--- src/rtl/bch_syn_pkg.sv ---
`timescale 1ns/1ps
package bch_syn_pkg;
  typedef enum logic [1:0] {
    ST_IDLE,
    ST_FETCH,
    ST_BITS,
    ST_EVEN
  } syn_state_e;
endpackage

--- src/rtl/bch_gf_mul.sv ---
`timescale 1ns/1ps
// Combinational GF(2^M) multiplier, MSB-first Horner chain.
module bch_gf_mul #(
  parameter int M = 13,
  parameter logic [M-1:0] POLY = 13'h001B
) (
  input  logic [M-1:0] a,
  input  logic [M-1:0] b,
  output logic [M-1:0] y
);
  logic [M-1:0] acc [0:M];

  assign acc[0] = '0;

  for (genvar i = 0; i < M; i++) begin : g_stage
    logic [M-1:0] dbl;
    assign dbl        = {acc[i][M-2:0], 1'b0} ^ (acc[i][M-1] ? POLY : '0);
    assign acc[i + 1] = dbl ^ (b[M-1-i] ? a : '0);
  end

  assign y = acc[M];
endmodule

--- src/rtl/bch_cap_check.sv ---
`timescale 1ns/1ps
// Legal correction capability decode.
module bch_cap_check #(
  parameter int TW    = 5,
  parameter int MAX_T = 24
) (
  input  logic [TW-1:0] t,
  output logic          ok
);
  logic in_set;

  always_comb begin
    case (int'(t))
      2, 4, 8, 12, 24: in_set = 1'b1;
      default:         in_set = 1'b0;
    endcase
  end

  assign ok = in_set && (int'(t) <= MAX_T);
endmodule

--- src/rtl/bch_syn_regs.sv ---
`timescale 1ns/1ps
// Syndrome slot array: one write port, two combinational read ports.
module bch_syn_regs #(
  parameter int M     = 13,
  parameter int NSLOT = 48,
  parameter int IW    = 6
) (
  input  logic          clk,
  input  logic          rst_n,
  input  logic          clr,
  input  logic          we,
  input  logic [IW-1:0] widx,
  input  logic [M-1:0]  wdat,
  input  logic [IW-1:0] ridx_a,
  output logic [M-1:0]  rdat_a,
  input  logic [IW-1:0] ridx_b,
  output logic [M-1:0]  rdat_b
);
  logic [NSLOT*M-1:0] flat;

  for (genvar s = 1; s <= NSLOT; s++) begin : g_slot
    logic [M-1:0] q;
    always_ff @(posedge clk) begin
      if (!rst_n)                          q <= '0;
      else if (clr)                        q <= '0;
      else if (we && (widx == IW'(s)))     q <= wdat;
    end
    assign flat[(s-1)*M +: M] = q;
  end

  always_comb begin
    rdat_a = '0;
    rdat_b = '0;
    for (int s = 1; s <= NSLOT; s++) begin
      if (ridx_a == IW'(s)) rdat_a = flat[(s-1)*M +: M];
      if (ridx_b == IW'(s)) rdat_b = flat[(s-1)*M +: M];
    end
  end

  // every write lands inside the slot range
  a_r5_write_in_range: assert property (@(posedge clk) disable iff (!rst_n)
    we |-> (int'(widx) >= 1 && int'(widx) <= NSLOT));

  // a clear never coincides with a write
  a_r5_clear_alone: assert property (@(posedge clk) disable iff (!rst_n)
    clr |-> !we);
endmodule

--- src/rtl/bch_syn_expand.sv ---
`timescale 1ns/1ps
module bch_syn_expand
  import bch_syn_pkg::*;
#(
  parameter int M = 13,
  parameter logic [M-1:0] POLY = 13'h001B,
  parameter int MAX_T = 24,
  localparam int NSLOT = 2 * MAX_T,
  localparam int IW = $clog2(NSLOT + 1),
  localparam int TW = $clog2(MAX_T + 1),
  localparam int AW = $clog2(MAX_T / 2 + 1),
  localparam int JW = $clog2(M)
) (
  input  logic          clk,
  input  logic          rst_n,
  input  logic          start,
  input  logic [TW-1:0] cap_t,
  output logic [AW-1:0] rem_addr,
  input  logic [31:0]   rem_data,
  input  logic [IW-1:0] syn_idx,
  output logic [M-1:0]  syn_val,
  output logic          done,
  output logic          cap_bad
);
  localparam logic [M-1:0] ALPHA1 = M'(2);
  localparam logic [M-1:0] ALPHA2 = M'(4);

  syn_state_e    st;
  logic [TW-1:0] t_q;
  logic [TW-1:0] k;
  logic [JW-1:0] j;
  logic [IW-1:0] m;
  logic [M-1:0]  preg, p, beta, acc;

  logic          cap_ok;
  logic [M-1:0]  mul_a, mul_b, prod, beta_nxt, rdat_b, acc_n;
  logic [15:0]   half;
  logic          clr, we;
  logic [IW-1:0] widx, ridx_b;
  logic [M-1:0]  wdat;
  logic          last_bit;

  bch_cap_check #(.TW(TW), .MAX_T(MAX_T)) u_cap (
    .t  (cap_t),
    .ok (cap_ok)
  );

  bch_gf_mul #(.M(M), .POLY(POLY)) u_mul_main (
    .a (mul_a),
    .b (mul_b),
    .y (prod)
  );

  bch_gf_mul #(.M(M), .POLY(POLY)) u_mul_step (
    .a (beta),
    .b (ALPHA2),
    .y (beta_nxt)
  );

  bch_syn_regs #(.M(M), .NSLOT(NSLOT), .IW(IW)) u_regs (
    .clk    (clk),
    .rst_n  (rst_n),
    .clr    (clr),
    .we     (we),
    .widx   (widx),
    .wdat   (wdat),
    .ridx_a (syn_idx),
    .rdat_a (syn_val),
    .ridx_b (ridx_b),
    .rdat_b (rdat_b)
  );

  // Partial entry k sits in word k/2, low half for even k.
  assign rem_addr = AW'(k >> 1);
  assign half     = k[0] ? rem_data[31:16] : rem_data[15:0];

  // Odd phase multiplies running power by alpha^i; even phase squares.
  assign mul_a    = (st == ST_EVEN) ? rdat_b : p;
  assign mul_b    = (st == ST_EVEN) ? rdat_b : beta;
  assign acc_n    = acc ^ (preg[j] ? p : '0);
  assign last_bit = (st == ST_BITS) && (j == JW'(M - 1));

  assign clr    = (st == ST_IDLE) && start && cap_ok;
  assign we     = last_bit || (st == ST_EVEN);
  assign widx   = (st == ST_EVEN) ? m : IW'({k, 1'b1});
  assign wdat   = (st == ST_EVEN) ? prod : acc_n;
  assign ridx_b = m >> 1;

  always_ff @(posedge clk) begin
    if (!rst_n) begin
      st      <= ST_IDLE;
      t_q     <= '0;
      k       <= '0;
      j       <= '0;
      m       <= '0;
      preg    <= '0;
      p       <= '0;
      beta    <= '0;
      acc     <= '0;
      done    <= 1'b0;
      cap_bad <= 1'b0;
    end else begin
      done    <= 1'b0;
      cap_bad <= 1'b0;
      case (st)
        ST_IDLE: begin
          if (start) begin
            if (cap_ok) begin
              t_q  <= cap_t;
              k    <= '0;
              beta <= ALPHA1;
              st   <= ST_FETCH;
            end else begin
              cap_bad <= 1'b1;
            end
          end
        end
        ST_FETCH: begin
          preg <= half[M-1:0];
          p    <= M'(1);
          acc  <= '0;
          j    <= '0;
          st   <= ST_BITS;
        end
        ST_BITS: begin
          acc <= acc_n;
          p   <= prod;
          if (last_bit) begin
            beta <= beta_nxt;
            k    <= k + TW'(1);
            if (k + TW'(1) == t_q) begin
              m  <= IW'(2);
              st <= ST_EVEN;
            end else begin
              st <= ST_FETCH;
            end
          end else begin
            j <= j + JW'(1);
          end
        end
        ST_EVEN: begin
          if (m == IW'({t_q, 1'b0})) begin
            done <= 1'b1;
            st   <= ST_IDLE;
          end else begin
            m <= m + IW'(2);
          end
        end
        default: st <= ST_IDLE;
      endcase
    end
  end

  // done lasts a single cycle
  a_r6_done_pulse: assert property (@(posedge clk) disable iff (!rst_n)
    done |=> !done);

  // a start during a run leaves the latched capability alone
  a_r6_start_ignored: assert property (@(posedge clk) disable iff (!rst_n)
    (st != ST_IDLE && start) |=> $stable(t_q));

  // a reject pulse follows a start and leaves the unit idle
  a_r1_reject_idle: assert property (@(posedge clk) disable iff (!rst_n)
    cap_bad |-> ($past(start) && st == ST_IDLE && !done));

  // fetch addresses stay inside the words that t needs
  a_r2_addr_in_range: assert property (@(posedge clk) disable iff (!rst_n)
    (st == ST_FETCH) |-> (int'(rem_addr) < (int'(t_q) + 1) / 2));

  // the even phase only reads slots below the one it writes
  a_r4_even_order: assert property (@(posedge clk) disable iff (!rst_n)
    (st == ST_EVEN) |-> (!m[0] && ridx_b < m));
endmodule

--- config.mk ---
export PLATFORM = sky130hd
export DESIGN_NAME = bch_syn_expand
export DESIGN_NICKNAME = d
export VERILOG_FILES = /design/src/rtl/bch_syn_pkg.sv /design/src/rtl/bch_gf_mul.sv /design/src/rtl/bch_cap_check.sv /design/src/rtl/bch_syn_regs.sv /design/src/rtl/bch_syn_expand.sv
export SDC_FILE = /design/constraint.sdc
export NUM_CORES = 2
export LEC_CHECK = 0
export BUFFER_PORTS_ARGS = -buffer_cell sky130_fd_sc_hd__buf_2
export CELL_PAD_IN_SITES_DETAIL_PLACEMENT = 1
export CELL_PAD_IN_SITES_GLOBAL_PLACEMENT = 2
export CORE_MARGIN = 3
export CORE_UTILIZATION = 41
export DETAILED_ROUTE_END_ITERATION = 6
export HOLD_SLACK_MARGIN = 0.02
export PLACE_DENSITY_LB_ADDON = 0.1
export SYNTH_ARGS = -nofsm -noshare
export SYNTH_HDL_FRONTEND = slang
export SYNTH_SLANG_ARGS = --single-unit
--- constraint.sdc ---
create_clock -name clk -period 10.8 [get_ports clk]
set_input_delay 0 -clock clk [delete_from_list [all_inputs] [get_ports clk]]
set_output_delay 0 -clock clk [all_outputs]
set_load 0.005 [all_outputs]
==> reports/qor.yml <==
timing.final.crit_share_pct: 79.3
grt_max_degree: 171
clock-sinks: 699
layout_common_cells: "1,071 x nor2_1, 696 x dfxtp_1, 458 x a211oi_1"
synth_mux_area_share_pct: 3.59
antenna_found_initial: 8
hold_viol: 0
yosys_warnings: 0
synth_edf_count: 0
r2r_setup_slack_ns: 2.23
required_ns: 11.38
period_needed_ns: 8.57
synth_async_sr_flop_share_pct: 0
synthXorXnorAreaFrac_pct: 4.86
start_util_pct: 41.6
start_kind: "register"
routed_wl_mm: 215
cts-root-buf: "clkbuf_16"
whs_path_depth: 4
drc: 0
finClkSkew_ns: 0.0304
seq_area_frac_synth_pct: 34.6
synth_ff_type: "dfxtp_1"
crit_type: "reg2reg"
h-tree-depth: 3
syn_area_um2: 40400
min_path_type: "in2reg"
grt_pass1_wl_mm: 306
dp_hpwl_mm: 147
violations: "capacitance limit"
synth_top_family_by_area: "compound AO/OA/AOI/OAI gates"
r2r-start: "m[1]"
routabilityCongestion: 0.999
p_leak_nw: 14.5
cts_tree: "built"
synth_area_leaders: "dfxtp_1 35%, nor2_1 10%, a211oi_1 8.5%"
synth_cells: 5286
cp_data_arrival_time_ns: 9.15
track_usage_pct: 40.6
power.total_mw: 6.39
io-pin-count: 65
setup-tns-final_ns: 0
fp.coreArea_um2: 97300
grt_remaining_overflow: 0
drv_slew: 0
drv_cap: 1
post-synth-top-area-cell: "dfxtp_1"
worst_slew_pin_slew_ns: 1.48
power.density_nw_per_um2: 142
dr.pass1.iters: 6
die_x_um: 320
io_buffers: 58
dieHeight_um: 320
die_area_um2: 102000
wl_per_cell_um: 33.3
ir_drop_mv: 0.129
antenna_left: 0
reg2reg_to: "u_regs.g_slot[12].q[6]"
crit_fanout: 41
synth-simple-area-share_pct: 21.7
cp-end-kind: "register"
ys_ff_latch: 699
path_clk_slew_ns: 0.06
drive_above_1_share_pct: 11.3
cts.repair.resized: 0
row_count: 114
synth_top_area_share_pct: 34.6
relSlewSlack_pct: 0.582
r2r_cells: 17
fmax_ghz: 0.117
setup_viol_count_final: 0
final_common_cell: "nor2_1"
route.vias.total: 43300
outcome: "finished with violations"
grt_pass1_vias: 41600
syn2layout_area_growth_pct: 11.4
viasPerCell: 6.70
drt_iter0_markers: 5230
syn_nets: 5345
clk_path_buf_depth: 3
synthAdderAreaFrac_pct: 0.402
synth_area_per_cell_um2: 7.65
rsz0062_at_grt: "no"
nets: 5181
synth_compound_area_share_pct: 28.8
hp-start: "cap_t[3]"
insertion_delay_ns: 0.70
cts_buffers: 85
synth.distinct_cells: 115
min_to: "t_q[3]"
[cell type report]
class | instances | area (um^2)
flip-flops and latches | 699 | 14000
repair buffers | 252 | 1900
well taps | 1276 | 1600
inverters | 52 | 196
clock buffers | 120 | 2460
fillers | 11800 | 52200
diodes | 7 | 17.5
clock inverters | 26 | 398
multi-input cells | 4032 | 24500
[metal layers]
layer	routed length, um	vias up	part of all wire, %	GRT usage (%)
met3	19600	676	9.1	7.50
met4	16200	2	7.5	26.2
met5	13	-	0.0060	0
met1	86700	21500	40	52.7
met2	92500	2392	43	61.9
li1	-	18700	-	-
[kinds of logic after synthesis]
logic type / after synthesis
DFF: 699
adders and majority gates: 13
and+or+nand+nor: 1985
muxes: 126
buffers and inverters: 555
xor gates and xnor gates: 189
AOI/OAI and AO/OA: 1719
[critical path, stage by stage (launching register included)]
cell and delay (ns):
dfxtp_1 0.79, ha_4 0.70, clkinv_1 0.59, buf_4 0.39, nand3_1 0.13, a21oi_1 0.08
a2111oi_0 0.94, o2111ai_1 0.40, a21oi_2 0.63, or2_1 0.39, nor2_1 0.09, xnor2_1 0.22
xnor3_1 0.39, xor2_1 0.41, xnor3_1 0.51, xor2_1 0.26, nand3_2 0.97, o21ai_0 0.49
[how the worst max path moves through the flow]
stage	from	to	slack, ns	depth (start not counted)
after detailed placement	m[1]	u_regs.g_slot[12].q[6]	2.63	17
after floorplan	m[1]	u_regs.g_slot[28].q[2]	5.42	27
final	m[1]	u_regs.g_slot[12].q[6]	2.23	17
after CTS	m[1]	u_regs.g_slot[12].q[6]	2.59	17
after global placement	m[1]	u_regs.g_slot[12].q[6]	2.76	17
after global routing	m[1]	u_regs.g_slot[12].q[6]	2.21	17
[flip-flops by register name (all words and copies together) (netlist names)]
signal,count
u_regs.g_slot.q,624
preg,13
done,1
k,5
j,4
beta,13
acc,13
st,2
p,13
m,5
cap_bad,1
t_q,5
[synthesized netlist by cell type, types with 17 or more instances]
cell type,count
nor2b_1,35
o21ai_0,268
a21oi_2,33
buf_6,29
a211oi_1,458
a221oi_1,39
nor3_1,87
buf_2,51
o211ai_1,33
inv_1,47
o221ai_1,41
dfxtp_1,699
clkbuf_1,364
nand3_1,99
o21a_1,39
o21ai_1,26
a21oi_1,387
xor2_1,47
buf_4,18
mux2_2,43
a22oi_1,58
nor2_1,1101
mux2i_1,72
nand2_1,410
a211oi_2,20
a31oi_1,37
or3_1,18
nand3b_1,19
nand2b_1,48
xnor3_1,17
o22ai_1,83
buf_1,40
xnor2_1,116
[through the flow]
step / area (um^2) / instances / util [%] / worst slack [ns] / hold WS, ns
2_1_floorplan: 40400 / 5286 / - / 5.42 / 0.122
3_3_place_gp: 41800 / 6276 / 43.0 / 2.76 / 0.269
3_5_place_dp: 41800 / 6276 / 43.0 / 2.63 / 0.273
4_1_cts: 45000 / 6457 / 46.3 / 2.59 / 0.0873
5_1_grt: 45000 / 6459 / 46.3 / 2.21 / 0.188
6_report: 45000 / 6464 / 46.3 / 2.23 / 0.153
[power breakdown]
part           total (mW)  leakage [nW]  switching [mW]  internal, mW
clock network        3.04          1.41            1.26          1.78
logic               0.723          7.47           0.546         0.176
registers            2.63          5.63          0.0234          2.61
total                6.39          14.5            1.83          4.56
[what timing repair did]
action,4_1_cts,5_1_grt
hold endpoints to repair,31,0
buffers inserted,0,0
hold buffers,35,0
No activity file was read; power rests on OpenSTA's default activity.
